$ cat src/rtl/compact_scan_pkg.sv
package compact_scan_pkg;
  localparam int NUM_CELLS  = 13;
  localparam int NUM_STAGES = 4;
  localparam int STG_W      = $clog2(NUM_STAGES);

  typedef logic [NUM_CELLS-1:0][STG_W-1:0] cell_map_t;

  // stage index (0 = stage nearest scan input) for cells 13 down to 1
  localparam cell_map_t DEF_CELL_MAP = {
    2'd3, 2'd1, 2'd3, 2'd1, 2'd1, 2'd3, 2'd3,
    2'd2, 2'd1, 2'd2, 2'd1, 2'd1, 2'd0
  };
  // cells driven through an inverter (cells 6 and 11)
  localparam logic [NUM_CELLS-1:0] DEF_INV_MASK = 13'h0420;
  // cells fed through the XOR cascade (all members of multi-cell groups)
  localparam logic [NUM_CELLS-1:0] DEF_XOR_MASK = 13'h1FFE;
endpackage

$ cat src/rtl/scan_rst_sync.sv
module scan_rst_sync (
  input  logic clk,
  input  logic rst_n,
  output logic rst_q
);
  logic meta_q;

  always_ff @(posedge clk or negedge rst_n) begin
    if (!rst_n) begin
      meta_q <= 1'b0;
      rst_q  <= 1'b0;
    end else begin
      meta_q <= 1'b1;
      rst_q  <= meta_q;
    end
  end
endmodule

$ cat src/rtl/scan_shreg.sv
module scan_shreg #(
  parameter int DEPTH = 4
) (
  input  logic             clk,
  input  logic             rst_n,
  input  logic             en,
  input  logic             din,
  output logic [DEPTH-1:0] q
);
  logic [DEPTH-1:0] q_nxt;

  always_comb begin
    q_nxt = q;
    if (en) q_nxt = {q[DEPTH-2:0], din};
  end

  always_ff @(posedge clk or negedge rst_n) begin
    if (!rst_n) q <= '0;
    else        q <= q_nxt;
  end
endmodule

$ cat src/rtl/odd_xor3.sv
module odd_xor3 (
  input  logic a,
  input  logic b,
  input  logic c,
  output logic y
);
  assign y = a ^ b ^ c;
endmodule

$ cat src/rtl/scan_cell_expand.sv
module scan_cell_expand
  import compact_scan_pkg::*;
#(
  parameter int                   N_CELLS  = NUM_CELLS,
  parameter int                   N_STAGES = NUM_STAGES,
  parameter cell_map_t            CELL_MAP = DEF_CELL_MAP,
  parameter logic [N_CELLS-1:0]   INV_MASK = DEF_INV_MASK,
  parameter logic [N_CELLS-1:0]   XOR_MASK = DEF_XOR_MASK
) (
  input  logic [N_STAGES-1:0] stg,
  output logic [N_CELLS-1:0]  cell_val
);
  for (genvar k = 0; k < N_CELLS; k++) begin : g_cell
    logic sv;
    logic fed;
    assign sv = stg[CELL_MAP[k]];
    if (XOR_MASK[k]) begin : g_xor
      logic lvl1;
      odd_xor3 u_x1 (.a(sv),   .b(sv),   .c(sv), .y(lvl1));
      odd_xor3 u_x2 (.a(lvl1), .b(lvl1), .c(sv), .y(fed));
    end else begin : g_direct
      assign fed = sv;
    end
    if (INV_MASK[k]) begin : g_inv
      assign cell_val[k] = ~fed;
    end else begin : g_true
      assign cell_val[k] = fed;
    end
  end
endmodule

$ cat src/rtl/compact_scan_net.sv
module compact_scan_net
  import compact_scan_pkg::*;
(
  input  logic                 clk,
  input  logic                 rst_n,
  input  logic                 scan_en,
  input  logic                 bypass,
  input  logic                 scan_in,
  output logic                 scan_out,
  output logic [NUM_CELLS-1:0] cells
);
  logic                  rst_q;
  logic                  shift_cmp;
  logic                  shift_byp;
  logic [NUM_STAGES-1:0] stg_q;
  logic [NUM_CELLS-1:0]  chain_q;
  logic [NUM_CELLS-1:0]  exp_val;

  scan_rst_sync u_rst (.clk(clk), .rst_n(rst_n), .rst_q(rst_q));

  assign shift_cmp = scan_en & ~bypass;
  assign shift_byp = scan_en &  bypass;

  scan_shreg #(.DEPTH(NUM_STAGES)) u_stages (
    .clk(clk), .rst_n(rst_q), .en(shift_cmp), .din(scan_in), .q(stg_q)
  );

  scan_shreg #(.DEPTH(NUM_CELLS)) u_chain (
    .clk(clk), .rst_n(rst_q), .en(shift_byp), .din(scan_in), .q(chain_q)
  );

  scan_cell_expand u_expand (.stg(stg_q), .cell_val(exp_val));

  assign cells    = bypass ? chain_q : exp_val;
  assign scan_out = bypass ? chain_q[NUM_CELLS-1] : stg_q[NUM_STAGES-1];
endmodule

$ cat config.mk
export PLATFORM = sky130hd
export DESIGN_NAME = compact_scan_net
export DESIGN_NICKNAME = d
export VERILOG_FILES = /design/src/rtl/compact_scan_pkg.sv /design/src/rtl/scan_rst_sync.sv /design/src/rtl/scan_shreg.sv /design/src/rtl/odd_xor3.sv /design/src/rtl/scan_cell_expand.sv /design/src/rtl/compact_scan_net.sv
export SDC_FILE = /design/constraint.sdc
export NUM_CORES = 1
export LEC_CHECK = 0
export ABC_AREA = 1
export ABC_CLOCK_PERIOD_IN_PS = 2370
export BUFFER_PORTS_ARGS = -buffer_cell sky130_fd_sc_hd__buf_4
export CAP_MARGIN = 25
export CORE_MARGIN = 2
export CORE_UTILIZATION = 55
export CTS_CLUSTER_DIAMETER = 150
export DETAILED_ROUTE_END_ITERATION = 7
export PLACE_DENSITY = 0.88
export SYNTH_ARGS = -nofsm -noshare
export SYNTH_HDL_FRONTEND = slang
export SYNTH_SLANG_ARGS = --single-unit
$ cat constraint.sdc
create_clock -name clk -period 2.37 [get_ports clk]
set_clock_uncertainty 0.1 [all_clocks]
set_input_delay 0.1185 -clock clk [delete_from_list [all_inputs] [get_ports clk]]
set_output_delay 0.1185 -clock clk [all_outputs]
set_load 0.01 [all_outputs]
Word level (Yosys, flattened, before mapping)
Cells that the tools add are included.
W data, S select, Z words.

storage, ports and cells
  register bits = 19
  input bits = 5
  output and inout bits = 14
  word-level logic and storage cells = 11

cells by class
  muxes and demuxes = 2
  bitwise operators = 5

operator list
  operator       number
  $mux W13       1
  $not A1 Y1     3
  $and A1 B1 Y1  2
  $mux W1        1

Longest topological paths before layout
Gate-level depths: netlist of run 1.

  depth in word-level cells = 2
  mapped depth = 5
  gate-level depth less buffers = 4

Cells and area by module
A second synthesis of run 1 with hierarchy kept.

second synthesis, totals
  cell total of the unflattened synthesis = 353
  area, all modules = 1863.0 um2

by module, submodules not included
  module                  times used  cells each  area an instance (um2)  sequential area each (um2)
  odd_xor3                24          9           35.0                    0.0
  scan_shreg at u_chain   1           55          494.2                   325.3
  compact_scan_net        1           49          235.2                   0.0
  scan_shreg at u_stages  1           17          148.9                   100.1
  scan_cell_expand        1           13          90.1                    0.0
  scan_rst_sync           1           3           53.8                    50.0

Worst setup path after synthesis of run 1
Ideal clock, no wire load.

  path kind = input to output
  from = in bypass
  to = out cells[12]
  arrival time = 0.731 ns
  required time = 2.151 ns
  setup slack = 1.420 ns
  stages on the path = 5
  path buffers = 3
  cell sequence = buf_4 buf_4 nand2_1 nand2_1 buf_4

between the ends
  longest elaborated chain between the ends = 1

RTL lines
  what         line                    text
  from (decl)  compact_scan_net.sv:7   input logic bypass,
  $mux W13     compact_scan_net.sv:34  assign cells = bypass ? chain_q : exp_val;
  to (decl)    compact_scan_net.sv:10  output logic [NUM_CELLS-1:0] cells

No other way between the ends.

Worst setup path after layout of run 1
  from = reg u_stages.q[1]
  to = out cells[9]

between the ends
  longest elaborated chain between the ends = 1

RTL lines
  what                    line                    text
  from (decl)             scan_shreg.sv:8         output logic [DEPTH-1:0] q
  from (signal assigned)  scan_shreg.sv:19        else q <= q_nxt;
  $mux W13                compact_scan_net.sv:34

No other way between the ends.

==> results.py, run 1 <==
metrics = {
    "floorplan": {
        "coreArea_um2": 1510,
        "die_height_um": 43.9,
        "dieArea_um2": 1930,
        "rows": 14,
        "die_x_um": 43.9,
        "initial_core_util_pct": 58.1,
        "io_pins": 19,
    },
    "yosys": {
        "yosys.area.top_type": "dfrtp_1",
        "synth.top_cell.area_share_pct": 54.3,
        "yosys_most_used_dff": "dfrtp_1",
        "synth-edff-count": 0,
        "synthArstFlopShare_pct": 100,
        "syn_avg_cell_area_um2": 7.89,
        "synth_cell_types": 9,
        "yosysWarnings": 0,
        "synth_area_um2": 876,
        "synthCells": 111,
        "synth_area_leaders": "dfrtp_1, nand2_1, nand3_1, buf_4, buf_6",
        "synth.most_common_cell": "nand2_1",
        "synth_seq_cells": 19,
        "synthTopCellsByCount": "nand2_1, dfrtp_1, nand3_1",
        "synth.yosys.seq_area_share_pct": 54.3,
        "synth_fp_nets": 116,
    },
    "grt": {
        "grt_max_degree": 31,
        "grt_usage_pct": 18.4,
        "antenna_found_initial": 0,
        "grt-ovfl-total": 0,
        "grt_pass1_wl_mm": 2.62,
        "grt_pass1_vias": 606,
    },
    "power": {
        "p_clk_share_pct": 19.7,
        "vdd_drop_max_uv": 546,
        "power.net_switching_mw": 0.241,
        "powerDensity_nw_per_um2": 765,
        "p_seq_share_pct": 54.9,
        "internal_power_mw": 0.540,
        "p_comb_share_pct": 25.4,
        "p_total_mw": 0.780,
        "switching_share_pct": 30.9,
        "p_leak_nw": 0.601,
    },
    "setup_path": {
        "critPathArrivalTime_ps": 1130,
        "timing.rr.end": "u_chain.q[1]",
        "worstPathRequired_ps": 2150,
        "worstPathMaxFanout": 6,
        "reg2reg_depth": 0,
        "cp-endpoint": "cells[9]",
        "endpoint_kind": "output port",
        "worstReg2RegStart": "u_rst.rst_q",
        "start_kind": "flip-flop",
        "r2r_slack_ps": 1580,
        "critPathKind": "flip-flop to output port",
        "worstSetupStartpoint": "u_stages.q[1]",
    },
    "timing": {
        "rsz0062_at_grt": "false",
        "hold_slack_ps": 27.5,
        "slew_headroom_pct": 56.6,
        "tightest_slew_ps": 651,
        "hold_viol": 0,
        "setup_violations": 0,
        "finalCriticalPeriod_ps": 1350,
        "slew_viol_final": 0,
        "setup_tns_ps": 0,
        "max_freq_mhz": 740,
        "fin_crit_sh_pct": 57.0,
    },
    "routing": {
        "drc": 0,
        "first_iter_violations": 15,
        "detail-route-antenna-nets": 0,
        "post_drt_wl_per_cell_um": 11.0,
        "via_per_inst": 4.99,
        "via_count": 719,
        "routed_wl_mm": 1.58,
        "first_pass_iters": 4,
    },
    "finish": {
        "diodes": 0,
        "syn2layout_area_growth_pct": 16.4,
        "nets": 134,
        "drive_gt1_share_pct": 16.4,
    },
    "clock_tree": {
        "cts_max_level": 1,
        "cts.sinks": 19,
        "cts_max_path_buffers": 2,
        "cts_setup_buffers": 0,
        "cts_tree": "done",
        "clk_pin_slew_ps": 90,
        "clockRootBuffer": "clkbuf_4",
        "clkLatencyLatePin_ps": 290,
        "cts_resized": 0,
        "cts_made_buffers": 3,
    },
    "placed_design": {
        "port_buffers": 18,
        "place_congestion": 0.849,
        "hpwl_mm": 1.14,
    },
    "min_path": {
        "hold_path.class": "input pin to async pin",
    },
    "run": {
        "drv_cap": 0,
    },
    "outcome": {
        "outcome": "finished clean",
    },
}
[per-layer routing]
metal	vias up	track usage, %	share of wire, %
met5	-	0	0
met4	0	10.9	2.4
met3	5	2.92	5.8
met2	20	25.0	40
met1	317	27.3	51
li1	377	-	-
[placed cells by master, fill, tap and decap left out, drive strengths merged]
cell         instances
buf                 18
clkbuf               4
clkinv               1
conb                 1
dfrtp               19
dlygate4sd3          2
nand2               64
nand3               17
o21ai                2
[what timing repair did]
item,4_1_cts,5_1_grt
hold buffers,2,0
endpoints found under the setup margin,0,0
endpoints found under the hold margin,4,0
[worst max-delay path, cell delays in order, from the launching register on]
cell,delay (ps)
dfrtp_1,410
nand2_1,180
nand2_1,100
buf_4,150
[stage by stage]
step | instances | util [%] | area, um^2 | worst slack [ps]
2_1_floorplan | 111 | - | 876 | 1420
3_3_place_gp | 138 | 64.6 | 973 | 1080
3_5_place_dp | 138 | 64.6 | 973 | 1050
4_1_cts | 144 | 67.7 | 1020 | 1020
5_1_grt | 144 | 67.7 | 1020 | 924
6_report | 144 | 67.7 | 1020 | 1020
[worst min path at each step]
stage	slack, ps	endpoint
floorplan	-280	u_rst.meta_q
finish	30	u_rst.meta_q
global route	30	u_rst.rst_q
global placement	-200	u_rst.meta_q
detailed placement	-200	u_rst.rst_q
CTS	30	u_rst.rst_q
[sequential cells by signal (all words and copies together) (netlist names)]
signal	flops
u_chain.q	13
u_stages.q	4
u_rst.rst_q	1
u_rst.meta_q	1
[logic make-up (layout without fill, tap and decap cells)]
group                  after synthesis  count (layout)  share of synthesized area, %
buffers and inverters                8              25                          7.00
AO/OA/AOI/OAI                        2               2                          1.14
other                                1               1                         0.428
AND/OR/NAND/NOR                     81              81                          37.1
flip-flops                          19              19                          54.3
[layout make-up]
cell class | count | area [um^2]
clock buffer | 4 | 26.3
fill | 135 | 487
inverter | 1 | 3.75
multi-input combinational | 84 | 339
sequential | 19 | 475
tap | 16 | 20.0
timing repair buffer | 20 | 155
[power by group through the flow]
stage | Clock (mW) | Sequential [mW] | Combinational, mW
floorplan | 0 | 0.421 | 0.124
global placement | 0 | 0.433 | 0.193
detailed placement | 0 | 0.436 | 0.197
CTS | 0.160 | 0.429 | 0.200
global route | 0.171 | 0.438 | 0.221
finish | 0.154 | 0.428 | 0.199
(Power assumes the default switching activity.)
==> run 2: changes to the inputs <==
--- a/config.mk
+++ b/config.mk
@@ -6,14 +6,14 @@
 export NUM_CORES = 1
 export LEC_CHECK = 0
 export ABC_AREA = 1
-export ABC_CLOCK_PERIOD_IN_PS = 2370
+export ABC_CLOCK_PERIOD_IN_PS = 1300
 export BUFFER_PORTS_ARGS = -buffer_cell sky130_fd_sc_hd__buf_4
 export CAP_MARGIN = 25
 export CORE_MARGIN = 2
-export CORE_UTILIZATION = 55
+export CORE_UTILIZATION = 51
 export CTS_CLUSTER_DIAMETER = 150
 export DETAILED_ROUTE_END_ITERATION = 7
-export PLACE_DENSITY = 0.88
+export PLACE_DENSITY = 0.83
 export SYNTH_ARGS = -nofsm -noshare
 export SYNTH_HDL_FRONTEND = slang
 export SYNTH_SLANG_ARGS = --single-unit
==> constraint.sdc (replaced) <==
create_clock -name clk -period 1.3 [get_ports clk]
set_clock_uncertainty 0.1 [all_clocks]
set_input_delay 0.065 -clock clk [delete_from_list [all_inputs] [get_ports clk]]
set_output_delay 0.065 -clock clk [all_outputs]
set_load 0.01 [all_outputs]
==> results.py, run 2 (synthesis gave the netlist of run 1 again) <==
metrics = {
    "setup_path": {
        "worstReg2RegStart": "u_stages.q[2]",
        "worstPathMaxFanout": 6,
        "reg2reg_depth": 2,
        "timing.rr.end": "u_stages.q[3]",
        "start_kind": "flip-flop",
        "worstSetupStartpoint": "u_stages.q[1]",
        "r2r_slack_ps": 530,
        "critPathKind": "flip-flop to output port",
        "endpoint_kind": "output port",
        "worstPathRequired_ps": 1130,
        "critPathArrivalTime_ps": 1050,
    },
    "routing": {
        "via_per_inst": 5.38,
        "first_iter_violations": 47,
        "post_drt_wl_per_cell_um": 11.8,
        "first_pass_iters": 4,
        "via_count": 801,
        "detail-route-antenna-nets": 0,
        "drc": 0,
        "routed_wl_mm": 1.75,
    },
    "finish": {
        "layout_common_cells": "nand2_1, buf_4, dfrtp_1",
        "syn2layout_area_growth_pct": 22.1,
        "drive_gt1_share_pct": 18.8,
        "largest_register_ffs": 13,
        "fin_area_um2": 1070,
        "nets": 139,
        "fill_cells": 140,
        "final_core_util_pct": 68.6,
        "top_regs": "u_chain.q (13), u_stages.q (4)",
        "diodes": 0,
        "final_common_cell": "nand2_1",
        "largest_register": "u_chain.q",
    },
    "timing": {
        "finalCriticalPeriod_ps": 1220,
        "setup_violations": 0,
        "finalWorstSetupSlack_ps": 80.1,
        "max_freq_mhz": 820,
        "fin_crit_sh_pct": 93.8,
        "hold_slack_ps": 19.9,
        "setup_tns_ps": 0,
        "rsz0062_at_grt": "false",
        "slew_viol_final": 0,
        "hold_viol": 0,
    },
    "clock_tree": {
        "clk_pin_slew_ps": 110,
        "cts.sinks": 19,
        "cts_max_path_buffers": 2,
        "clockRootBuffer": "clkbuf_4",
        "cts_made_buffers": 3,
        "cts_tree": "done",
        "cts_max_level": 1,
        "clkLatencyLatePin_ps": 290,
    },
    "min_path": {
        "min_delay_worst_endpoint": "u_chain.q[12]",
        "worstHoldStart": "scan_en",
        "holdPathStages": 3,
        "hold_path.class": "input pin to flip-flop",
    },
    "floorplan": {
        "initial_core_util_pct": 56.2,
        "die_height_um": 45.4,
        "rows": 14,
        "coreArea_um2": 1560,
        "die_x_um": 45.4,
        "io_pins": 19,
        "dieArea_um2": 2060,
    },
    "run": {
        "drv_cap": 0,
    },
    "grt": {
        "grt_pass1_vias": 698,
        "antenna_found_initial": 0,
        "grt_usage_pct": 21.0,
        "grt_max_degree": 20,
        "grt_pass1_wl_mm": 3.08,
        "grt-ovfl-total": 0,
    },
    "placed_design": {
        "hpwl_mm": 1.16,
        "place_congestion": 0.755,
        "placed_cell_area_um2": 988,
        "dp_slack_ps": 199,
        "port_buffers": 18,
    },
    "power": {
        "powerDensity_nw_per_um2": 1350,
        "vdd_drop_max_uv": 960,
        "p_leak_nw": 0.624,
    },
    "outcome": {
        "outcome": "finished clean",
    },
}
==> run 2: cell count changes in the layout (fill, tap and decap cells not counted), sizes merged <==
cell	before	now
buf	18	20
dlygate4sd3	2	5
==> run 2: repair_timing <==
action	4_1_cts	5_1_grt
resized for setup	0	2
endpoints found under the hold margin	7	0
hold buffers	5	0
endpoints found under the setup margin	0	8
buffers inserted	0	0
==> run 2: metrics by stage <==
step                      power [mW]  cells
final                           1.45    149
after global routing            1.54    149
after CTS                       1.46    149
after detailed placement        1.16    140
after global placement          1.14    140
after floorplan                0.994    111
==> run 2: critical path: stages (launching register included) <==
cell	delay, ps
dfrtp_1	420
nand2_2	140
nand2_1	70
buf_4	140
==> run 2: layer usage <==
metal  up-vias  share of wire, %  GRT usage (%)
li1        390                 -              -
met1       373                45           27.7
met2        32                46           34.6
met3         6               6.3           2.38
met4         0               2.1           8.82
met5         -                 0              0
==> run 2: area by class of cell <==
cell class,instances,area (um^2),area share (%)
Inverter,1,3.75,0.351
Clock buffer,4,26.3,2.46
Timing Repair Buffer,25,200,18.7
Multi-Input combinational cell,84,344,32.2
Tap cell,16,20.0,1.87
Sequential cell,19,475,44.4
==> run 2: report_power, final <==
part,switching [mW],internal (mW),leakage [nW]
registers,0.0829,0.692,0.248
logic,0.201,0.184,0.361
clock network,0.170,0.119,0.0150
total,0.454,0.995,0.624
==> run 2: how the worst max path moves through the flow <==
stage	end	slack (ps)
after floorplan	cells[12]	420
after global placement	cells[9]	250
after detailed placement	cells[11]	200
after CTS	cells[2]	6
after global routing	cells[2]	10
final	cells[2]	80
==> run 3: changes to the inputs <==
--- a/config.mk
+++ b/config.mk
@@ -6,7 +6,7 @@
 export NUM_CORES = 1
 export LEC_CHECK = 0
 export ABC_AREA = 1
-export ABC_CLOCK_PERIOD_IN_PS = 1300
+export ABC_CLOCK_PERIOD_IN_PS = 1210
 export BUFFER_PORTS_ARGS = -buffer_cell sky130_fd_sc_hd__buf_4
 export CAP_MARGIN = 25
 export CORE_MARGIN = 2
==> constraint.sdc (replaced) <==
create_clock -name clk -period 1.21 [get_ports clk]
set_clock_uncertainty 0.1 [all_clocks]
set_input_delay 0.0605 -clock clk [delete_from_list [all_inputs] [get_ports clk]]
set_output_delay 0.0605 -clock clk [all_outputs]
set_load 0.01 [all_outputs]
==> results.py, run 3 (synthesis gave the netlist of run 1 again) <==
metrics = {
    "run": {
        "drv_cap": 0,
    },
    "placed_design": {
        "hpwl_mm": 1.24,
        "placed_cell_area_um2": 996,
        "place_congestion": 0.785,
        "dp_slack_ps": 215,
        "port_buffers": 18,
        "place_inst": 141,
    },
    "setup_path": {
        "worstPathCellList": "nand2_2, nand2_2, buf_6",
        "crit_top_cell": "nand2_2",
        "critPathKind": "flip-flop to output port",
        "worstReg2RegStart": "u_stages.q[2]",
        "reg2reg_depth": 3,
        "worstPathMaxFanout": 3,
        "endpoint_kind": "output port",
        "crit_buf_inv": 1,
        "worst_path_max_delay_cell": "dfrtp_1",
        "timing.rr.end": "u_stages.q[3]",
        "r2r_slack_ps": 310,
        "start_kind": "flip-flop",
        "worstPathRequired_ps": 1050,
        "cpPeakStageDelay_ps": 420,
        "critPathArrivalTime_ps": 1060,
        "cp_top_family": "flip-flops",
        "worstSetupStartpoint": "u_stages.q[3]",
    },
    "power": {
        "p_leak_nw": 0.662,
        "powerDensity_nw_per_um2": 1460,
        "p_total_mw": 1.70,
        "vdd_drop_max_uv": 1090,
    },
    "timing": {
        "finalWorstSetupSlack_ps": -13.9,
        "setup_violations": 5,
        "rsz0062_at_grt": "true",
        "hold_viol": 0,
        "fin_crit_sh_pct": 101,
        "hold_slack_ps": 13.1,
        "setup_tns_ps": -25.2,
        "max_freq_mhz": 817,
        "slew_viol_final": 0,
        "finalCriticalPeriod_ps": 1220,
    },
    "grt": {
        "grt_pass1_wl_mm": 2.97,
        "grt_pass1_vias": 666,
        "grt_usage_pct": 20.9,
        "antenna_found_initial": 0,
        "grt-ovfl-total": 0,
        "grt_max_degree": 20,
    },
    "floorplan": {
        "die_height_um": 45.4,
        "die_x_um": 45.4,
        "initial_core_util_pct": 56.2,
        "rows": 14,
        "coreArea_um2": 1560,
        "dieArea_um2": 2060,
        "io_pins": 19,
    },
    "clock_tree": {
        "cts_max_level": 1,
        "clkLatencyLatePin_ps": 300,
        "clk_pin_slew_ps": 110,
        "cts_max_path_buffers": 2,
        "cts.sinks": 19,
        "cts_made_buffers": 3,
        "cts_tree": "done",
        "clockRootBuffer": "clkbuf_4",
    },
    "routing": {
        "first_pass_iters": 4,
        "detail-route-antenna-nets": 0,
        "via_count": 802,
        "first_iter_violations": 7,
        "post_drt_wl_per_cell_um": 13.1,
        "drc": 0,
        "via_per_inst": 5.24,
        "routed_wl_mm": 2.01,
    },
    "finish": {
        "fin_area_um2": 1170,
        "top_regs": "u_chain.q (13), u_stages.q (4)",
        "syn2layout_area_growth_pct": 33.3,
        "diodes": 0,
        "final_common_cell": "nand2_1",
        "finalNonFillerCells": 153,
        "layout_common_cells": "nand2_1, dfrtp_1, nand3_1",
        "largest_register_ffs": 13,
        "nets": 143,
        "drive_gt1_share_pct": 29.9,
        "final_core_util_pct": 74.9,
        "largest_register": "u_chain.q",
    },
    "min_path": {
        "holdPathStages": 3,
        "min_delay_worst_endpoint": "u_chain.q[0]",
        "worstHoldStart": "scan_en",
        "hold_path.class": "input pin to flip-flop",
    },
    "outcome": {
        "outcome": "complete, but fails checks",
        "violations": "negative setup slack",
    },
}
==> run 3: worst max-delay path by stage <==
stage	end	slack, ps	depth (start not counted)
5_1_grt	scan_out	-70	3
6_report	cells[7]	-10	3
3_5_place_dp	u_chain.q[7]	210	4
4_1_cts	cells[9]	0.8	3
3_3_place_gp	u_chain.q[0]	240	4
2_1_floorplan	cells[12]	330	3
==> run 3: worst min-delay path, delay by kind of cell <==
kind	cells	cell delay, ps
buffers and inverters	1	180
and+or+nand+nor	2	150
==> run 3: per-layer routing <==
layer	vias up	global-route usage [%]	wire length [um]
met2	20	32.1	983
met3	6	3.17	80
met4	0	17.1	61
met5	-	0	0
li1	396	-	-
met1	380	25.7	883
==> run 3: timing repair <==
action,4_1_cts,5_1_grt
gates cloned,0,0
setup buffers,1,3
hold buffers,4,0
resized for setup,5,19
setup endpoints to repair,11,13
pin swaps,4,10
hold endpoints to repair,7,0
==> run 3: power breakdown <==
group	internal (mW)	switching, mW	leakage (nW)	total (mW)
Clock	0.123	0.203	0.0177	0.326
Combinational	0.276	0.267	0.396	0.543
Sequential	0.743	0.0869	0.248	0.830
Total	1.14	0.557	0.662	1.70
==> run 3: area by class of cell <==
class                   count  area, um^2
flip-flops and latches     19         475
fillers                   121         392
multi-input cells          84         375
repair buffers             29         265
clock buffers               3        22.5
well taps                  16        20.0
clock inverters             1        5.00
inverters                   1        3.75
